`src/rtl/burst_cfg_pkg.sv`:
```
// Package: shared constants and the sequencer state type for the burst
// configuration command decoder. Assumes an 8-bit command data bus and
// a 12-bit command address field.
package burst_cfg_pkg;
    localparam int CMD_ADDR_W = 12;
    localparam int CMD_DATA_W = 8;

    localparam logic [CMD_ADDR_W-1:0] UNLOCK_A_ADDR = 12'h555;
    localparam logic [CMD_ADDR_W-1:0] UNLOCK_B_ADDR = 12'h2AA;
    localparam logic [CMD_ADDR_W-1:0] LOAD_ADDR     = 12'h555;

    localparam logic [CMD_DATA_W-1:0] UNLOCK_A_DATA = 8'hAA;
    localparam logic [CMD_DATA_W-1:0] UNLOCK_B_DATA = 8'h55;
    localparam logic [CMD_DATA_W-1:0] LOAD_DATA     = 8'hC0;

    typedef enum logic [1:0] {
        SEQ_IDLE = 2'd0,
        SEQ_GOT1 = 2'd1,
        SEQ_GOT2 = 2'd2
    } seq_state_t;
endpackage

```
`src/rtl/bcd_cmd_seq.sv`:
```
// Module: bcd_cmd_seq
// Tracks the two unlock writes and recognises the load write. It issues a
// one-cycle load pulse when the third write matches and the engine is not
// busy. Any write that does not match returns it to idle, and so does the
// third write itself. Assumes at most one write per clock cycle.
module bcd_cmd_seq
    import burst_cfg_pkg::*;
(
    input  logic                  clk,
    input  logic                  rst_n,
    input  logic                  wr_en,
    input  logic [CMD_ADDR_W-1:0] cmd_addr,
    input  logic [CMD_DATA_W-1:0] cmd_data,
    input  logic                  busy,
    output seq_state_t            state,
    output logic                  load
);
    seq_state_t state_q, state_d;
    logic hit_a, hit_b, hit_load;

    // Compare the current write against each expected step.
    always_comb begin
        hit_a    = (cmd_addr == UNLOCK_A_ADDR) && (cmd_data == UNLOCK_A_DATA);
        hit_b    = (cmd_addr == UNLOCK_B_ADDR) && (cmd_data == UNLOCK_B_DATA);
        hit_load = (cmd_addr == LOAD_ADDR)     && (cmd_data == LOAD_DATA);
    end

    // Next-state and load-pulse logic; idle cycles leave the state alone.
    always_comb begin
        state_d = state_q;
        load    = 1'b0;
        if (wr_en) begin
            unique case (state_q)
                SEQ_IDLE: state_d = hit_a ? SEQ_GOT1 : SEQ_IDLE;
                SEQ_GOT1: state_d = hit_b ? SEQ_GOT2 : SEQ_IDLE;
                SEQ_GOT2: begin
                    state_d = SEQ_IDLE;
                    load    = hit_load && !busy;
                end
                default:  state_d = SEQ_IDLE;
            endcase
        end
    end

    // State register with synchronous active-low reset.
    always_ff @(posedge clk) begin
        if (!rst_n) state_q <= SEQ_IDLE;
        else        state_q <= state_d;
    end

    assign state = state_q;
endmodule

```
`src/rtl/bcd_cfg_reg.sv`:
```
// Module: bcd_cfg_reg
// Holds the configuration code. It takes a new value on the load pulse
// and returns to DEFAULT_CODE on reset. Assumes the load pulse is already
// qualified by the sequencer.
module bcd_cfg_reg #(
    parameter int                 CODE_W       = 8,
    parameter logic [CODE_W-1:0]  DEFAULT_CODE = '0
) (
    input  logic              clk,
    input  logic              rst_n,
    input  logic              load,
    input  logic [CODE_W-1:0] code_in,
    output logic [CODE_W-1:0] code_q
);
    // Code storage with synchronous reset to the default.
    always_ff @(posedge clk) begin
        if (!rst_n)    code_q <= DEFAULT_CODE;
        else if (load) code_q <= code_in;
    end
endmodule

```
`src/rtl/bcd_field_split.sv`:
```
// Module: bcd_field_split
// Splits the stored code into the read-mode enable and the wait-state
// field. MODE_POS gives the position of the mode bit inside the code. When
// ASYNC_HIGH is 1, a 1 in that bit means asynchronous.
module bcd_field_split #(
    parameter int CODE_W     = 8,
    parameter int WAIT_W     = 3,
    parameter int MODE_POS   = 7,
    parameter bit ASYNC_HIGH = 1'b1
) (
    input  logic [CODE_W-1:0] code,
    output logic [WAIT_W-1:0] wait_states,
    output logic              sync_en
);
    assign wait_states = code[WAIT_W-1:0];

    generate
        if (ASYNC_HIGH) begin : g_async_high
            assign sync_en = ~code[MODE_POS];
        end else begin : g_sync_high
            assign sync_en = code[MODE_POS];
        end
    endgenerate
endmodule

```
`src/rtl/burst_cfg_decoder.sv`:
```
// Module: burst_cfg_decoder (top)
// Decodes the three-write burst configuration command from the host write
// bus. It latches the code carried in the upper address bits of the last
// write and presents the derived read-mode fields. Assumes that `busy`
// comes from the program, erase and lock engine and is synchronous to clk.
module burst_cfg_decoder
    import burst_cfg_pkg::*;
#(
    parameter int ADDR_W   = 20,
    parameter int CODE_LSB = 12,
    parameter int WAIT_W   = 3
) (
    input  logic                         clk,
    input  logic                         rst_n,
    input  logic                         wr_en,
    input  logic [ADDR_W-1:0]            wr_addr,
    input  logic [CMD_DATA_W-1:0]        wr_data,
    input  logic                         busy,
    output logic [ADDR_W-CODE_LSB-1:0]   cfg_raw,
    output logic [WAIT_W-1:0]            wait_states,
    output logic                         sync_en
);
    localparam int                CODE_W       = ADDR_W - CODE_LSB;
    localparam int                MODE_POS     = CODE_W - 1;
    localparam logic [CODE_W-1:0] DEFAULT_CODE = CODE_W'(1) << MODE_POS;

    seq_state_t seq_state;
    logic       cfg_load;

    bcd_cmd_seq u_seq (
        .clk      (clk),
        .rst_n    (rst_n),
        .wr_en    (wr_en),
        .cmd_addr (wr_addr[CMD_ADDR_W-1:0]),
        .cmd_data (wr_data),
        .busy     (busy),
        .state    (seq_state),
        .load     (cfg_load)
    );

    bcd_cfg_reg #(
        .CODE_W       (CODE_W),
        .DEFAULT_CODE (DEFAULT_CODE)
    ) u_reg (
        .clk     (clk),
        .rst_n   (rst_n),
        .load    (cfg_load),
        .code_in (wr_addr[ADDR_W-1:CODE_LSB]),
        .code_q  (cfg_raw)
    );

    bcd_field_split #(
        .CODE_W     (CODE_W),
        .WAIT_W     (WAIT_W),
        .MODE_POS   (MODE_POS),
        .ASYNC_HIGH (1'b1)
    ) u_split (
        .code        (cfg_raw),
        .wait_states (wait_states),
        .sync_en     (sync_en)
    );
endmodule

```
`config.mk`:
```
export PLATFORM = sky130hd
export DESIGN_NAME = burst_cfg_decoder
export DESIGN_NICKNAME = d
export VERILOG_FILES = /design/src/rtl/burst_cfg_pkg.sv /design/src/rtl/bcd_cmd_seq.sv /design/src/rtl/bcd_cfg_reg.sv /design/src/rtl/bcd_field_split.sv /design/src/rtl/burst_cfg_decoder.sv
export SDC_FILE = /design/constraint.sdc
export NUM_CORES = 1
export LEC_CHECK = 0
export BUFFER_PORTS_ARGS = -buffer_cell sky130_fd_sc_hd__buf_2
export CAP_MARGIN = 20
export CORE_MARGIN = 2
export CORE_UTILIZATION = 39
export DETAILED_ROUTE_END_ITERATION = 7
export PLACE_DENSITY = 0.77
export SETUP_SLACK_MARGIN = 0.1
export SLEW_MARGIN = 0
export SYNTH_ARGS = -nofsm -noshare
export SYNTH_HDL_FRONTEND = slang
export SYNTH_SLANG_ARGS = --single-unit
export TNS_END_PERCENT = 50
```
`constraint.sdc`:
```
create_clock -name clk -period 1.72 [get_ports clk]
set_input_delay 0.172 -clock clk [delete_from_list [all_inputs] [get_ports clk]]
set_output_delay 0.172 -clock clk [all_outputs]
set_load 0.03 [all_outputs]
```
Word-level counts from Yosys, hierarchy flattened --
Cells that the tools add are included.
Word-level totals: register bits after elaboration 10, input bits 32, output and inout bits 12, logic and storage cells 21
Cells by class: equality and inequality tests 7, mux-type cells 5, bitwise operators 1, reductions and logical operators 6
Operators by type and width (number):
- $eq A8 B8 Y1 const B | 2
- $eq A12 B10 Y1 const B | 1
- $eq A12 B11 Y1 const B | 1
- $eq A8 B7 Y1 const B | 1
- $logic_and A1 B1 Y1 | 4
- $pmux W2 S2 | 1
- $mux W1 | 3
- $eq A2 B1 Y1 const B | 1
- $eq A2 B2 Y1 const B | 1
- $logic_not A2 Y1 | 1
- $mux W2 | 1
- $logic_not A1 Y1 | 1
- $not A1 Y1 | 1

Depth between registers and ports, before layout --
depth in word-level cells 5, mapped depth 5, depth with buffers taken out 4

Hierarchy --
Synthesis repeated with hierarchy kept, for this count alone.
Unflattened totals: cells, all modules 55, area, all modules 561.8 µm²
By module, submodules not included:
- bcd_cfg_reg | times used 1, cells each 25, area an instance 299.0 µm²
- bcd_cmd_seq | times used 1, cells each 26, area an instance 236.5 µm²
- bcd_field_split | times used 1, cells each 4, area an instance 26.3 µm²

Least setup slack after synthesis --
No wires, ideal clock.
path type flip-flop to flip-flop, start point register u_seq.state_q[0], in the netlist u_seq.state[0], end point register u_reg.code_q[0], setup time 0.122 ns, data arrival time 1.264 ns, path slack 0.334 ns, cell stages (with the launch flop) 5, path buffers 0, period minus slack after synthesis 1.386 ns, cell sequence dfxtp_1 -> or4b_4 -> nand4b_4 -> o21ai_0 -> a21oi_1
Between the ends: longest elaborated chain between the ends 3
Ends and longest elaborated chain:
- start, declared | RTL line bcd_cmd_seq.sv:18 | seq_state_t state_q, state_d;
- start signal, assigned | RTL line bcd_cmd_seq.sv:48 | else state_q <= state_d;
- $eq A2 B2 Y1 | RTL line bcd_cmd_seq.sv:33 | unique case (state_q)
- $mux W1 | RTL line bcd_cmd_seq.sv:33
- $mux W1 | RTL line bcd_cmd_seq.sv:32 | if (wr_en) begin
- end signal, assigned | RTL line bcd_cfg_reg.sv:18 | else if (load) code_q <= code_in;
- end, declared | RTL line bcd_cfg_reg.sv:13 | output logic [CODE_W-1:0] code_q
No other way between the ends. A chain may end at the register's enable or synchronous reset.

Worst setup path after layout --
Same ends and word-level chain as after synthesis.

==> impl_metrics.yaml <==
cells_and_area:
  regArea_sq_um: 200
  nNetsFinal: 144
  drive_gt1_share_pct: 47.7
  area_delta_synth_final_pct: 37.6
  multiInputGateArea_sq_um: 357
  final_util_pct: 56.9
  fill_cells: 131
  antenna_cells: 0
critical_path:
  crit_fanout: 8
  r2r_end: "u_reg.code_q[0]"
  crit_path_start: "u_seq.state[0]"
  cp-start-kind: "flop"
  end_kind: "flop"
  arrival_ns: 1.67
  worstSetupPathType: "flop to flop"
  reg2reg_from: "u_seq.state[0]"
  reg2reg_setup_slack_ns: 0.20
  critical_path.endpoint: "u_reg.code_q[0]"
  rr_worst_depth: 4
  worstPathRequired_ns: 1.88
clock_network:
  htree_levels: 1
  clk_pin_slew_ns: 0.07
  cts_tree: "built"
  numCtsBuffers: 3
  ctsRootBufferMaster: "clkbuf_4"
  cts_buffer_depth: 2
  cts.sinks: 10
  worstSkewPairLatency_ns: 0.27
  cts_setup_buffers: 0
logic_synthesis:
  netlist_top_cells_area: "dfxtp_1 33%, nand4_1 8.1%, nor4bb_1 8.1%"
  netlist.area_leader.share_pct: 32.5
  ys_warn_count: 0
  ys_seq_area_share_pct: 32.5
  yosysMostFrequentCell: "dfxtp_1"
  synth-seq-cells: 10
  syn_area_sq_um: 616
  synthTopCellsByCount: "10 x dfxtp_1, 8 x a21oi_1, 8 x nand4_1"
  synth_fp_nets: 101
  synthCells: 69
  ys.flop_type: "dfxtp_1"
  syn_area_per_cell_sq_um: 8.92
  synthArstFlopShare_pct: 0
  yosys.area.top_type: "dfxtp_1"
  synth.distinct_cells: 27
  synth_edf_count: 0
pwr:
  static-leakage-power_nw: 0.401
  peakVddDrop_mv: 0.292
  swShare_pct: 22.2
  power_per_cell_area_nw_per_um2: 604
  p_int_mw: 0.398
  clkPwrFrac_pct: 42.2
  p_seq_share_pct: 45.2
  comb_power_share_pct: 12.6
  p_switching_mw: 0.114
die:
  fp-row-count: 14
  ios: 44
  dieArea_sq_um: 1910
  initial_utilization_pct: 41.3
  die_w_um: 43.7
  die_h_um: 43.7
  coreArea_sq_um: 1490
sta:
  min_period_over_period_pct: 88.1
  clock.fmax_mhz: 660
  rsz0062_at_grt: "false"
  final_max_slew_viol_count: 0
  worst_clock_skew_ns: 0.00170
  finalCriticalPeriod_ns: 1.52
  finalSetupViolCount: 0
  relSlewSlack_pct: 75.4
  finalSetupTns_ns: 0
  worstMarginPinSlew_ns: 0.368
  hold_viol_final: 0
route:
  dr.pass1.iters: 4
  postRouteAntennaNets: 0
  wl_mm: 1.52
  routed_via_density: 5.49
  wl_per_cell_um: 12.0
  vias: 697
  drc: 0
  drt_iter0_drc: 13
global_routing:
  grt_max_degree: 10
  overflow: 0
  antenna_found_initial: 0
  grt_use_total_pct: 17.3
  grt_pass1_vias: 630
  grt_pass1_wl_mm: 2.60
min_path:
  min_path_type: "primary input to flop"
placement:
  port_buffers: 43
  gp_congestion: 0.832
  dpl.hpwl_mm: 1.25
run_status:
  outcome: "finished clean"
flow_run:
  max_cap_viol_count: 0
[worst min-delay path by stage]
stage | start | end | slack, ns | cells past startpoint
2_1_floorplan | rst_n | u_reg.code_q[7] | 0.25 | 1
3_3_place_gp | rst_n | u_reg.code_q[7] | 0.37 | 2
3_5_place_dp | rst_n | u_reg.code_q[7] | 0.37 | 2
4_1_cts | rst_n | u_reg.code_q[7] | 0.08 | 2
5_1_grt | rst_n | u_reg.code_q[7] | 0.09 | 2
6_report | rst_n | u_reg.code_q[7] | 0.09 | 2
[critical path: stages, from the launching register on]
cell	delay (ns)
dfxtp_1	0.33
or4b_4	0.57
nand4b_4	0.24
o21ai_0	0.18
a21oi_1	0.08
[layout by cell type (no fill, tap or decap), types with 2 or more instances in the layout]
cell type	count
buf_2	43
nor4bb_1	5
dfxtp_1	10
nor3_1	2
a21oi_1	8
inv_1	2
clkbuf_4	3
nand4_1	8
nand3_1	4
o21ai_0	7
[area by class of cell]
| type | count | area share (%) |
|---|---|---|
| multi-input combinational | 50 | 42.1 |
| timing repair buffer | 44 | 26.3 |
| sequential | 10 | 23.6 |
| clock buffer | 4 | 4.28 |
| tap | 16 | 2.36 |
| inverter | 3 | 1.33 |
[cells by family (layout without fill, tap and decap cells)]
family                 after synthesis  after routing  synth area share (%)
buffers and inverters                9             51                  10.4
and+or+nand+nor                     32             32                  41.5
AOI/OAI and AO/OA                   18             18                  15.7
DFF                                 10             10                  32.5
[sequential cells by signal (all words and copies together), names as in the netlist]
| register | cells |
|---|---|
| u_reg.code_q | 8 |
| u_seq.state | 2 |
[power groups by stage]
stage	combinational, mW	sequential [mW]	clock, mW
3_5_place_dp	0.0637	0.237	0
6_report	0.0646	0.231	0.216
2_1_floorplan	0.0194	0.237	0
4_1_cts	0.0637	0.231	0.220
3_3_place_gp	0.0619	0.237	0
5_1_grt	0.0714	0.231	0.225
[layer usage]
metal | vias to the layer above | global-route usage, % | share of wire (%)
li1 | 353 | - | -
met5 | - | 0 | 0
met3 | 5 | 2.50 | 8.7
met2 | 37 | 25.3 | 44
met4 | 0 | 6.67 | 1.9
met1 | 302 | 25.4 | 46
[stage by stage]
| stage | power, mW | hold WS, ns | instance area [sq um] | cells | setup slack [ns] |
|---|---|---|---|---|---|
| after floorplan | 0.256 | 0.252 | 616 | 69 | 0.334 |
| after global placement | 0.299 | 0.368 | 806 | 123 | 0.223 |
| after detailed placement | 0.300 | 0.373 | 806 | 123 | 0.179 |
| after CTS | 0.515 | 0.0846 | 842 | 127 | 0.158 |
| after global routing | 0.527 | 0.0914 | 847 | 127 | 0.108 |
| final | 0.512 | 0.0892 | 847 | 127 | 0.205 |
[repair_timing]
| action | CTS | global route |
|---|---|---|
| setup endpoints to repair | 0 | 5 |
| hold buffers | 0 | 0 |
| resized for setup | 0 | 1 |
Power figures use the tool's default switching activity.
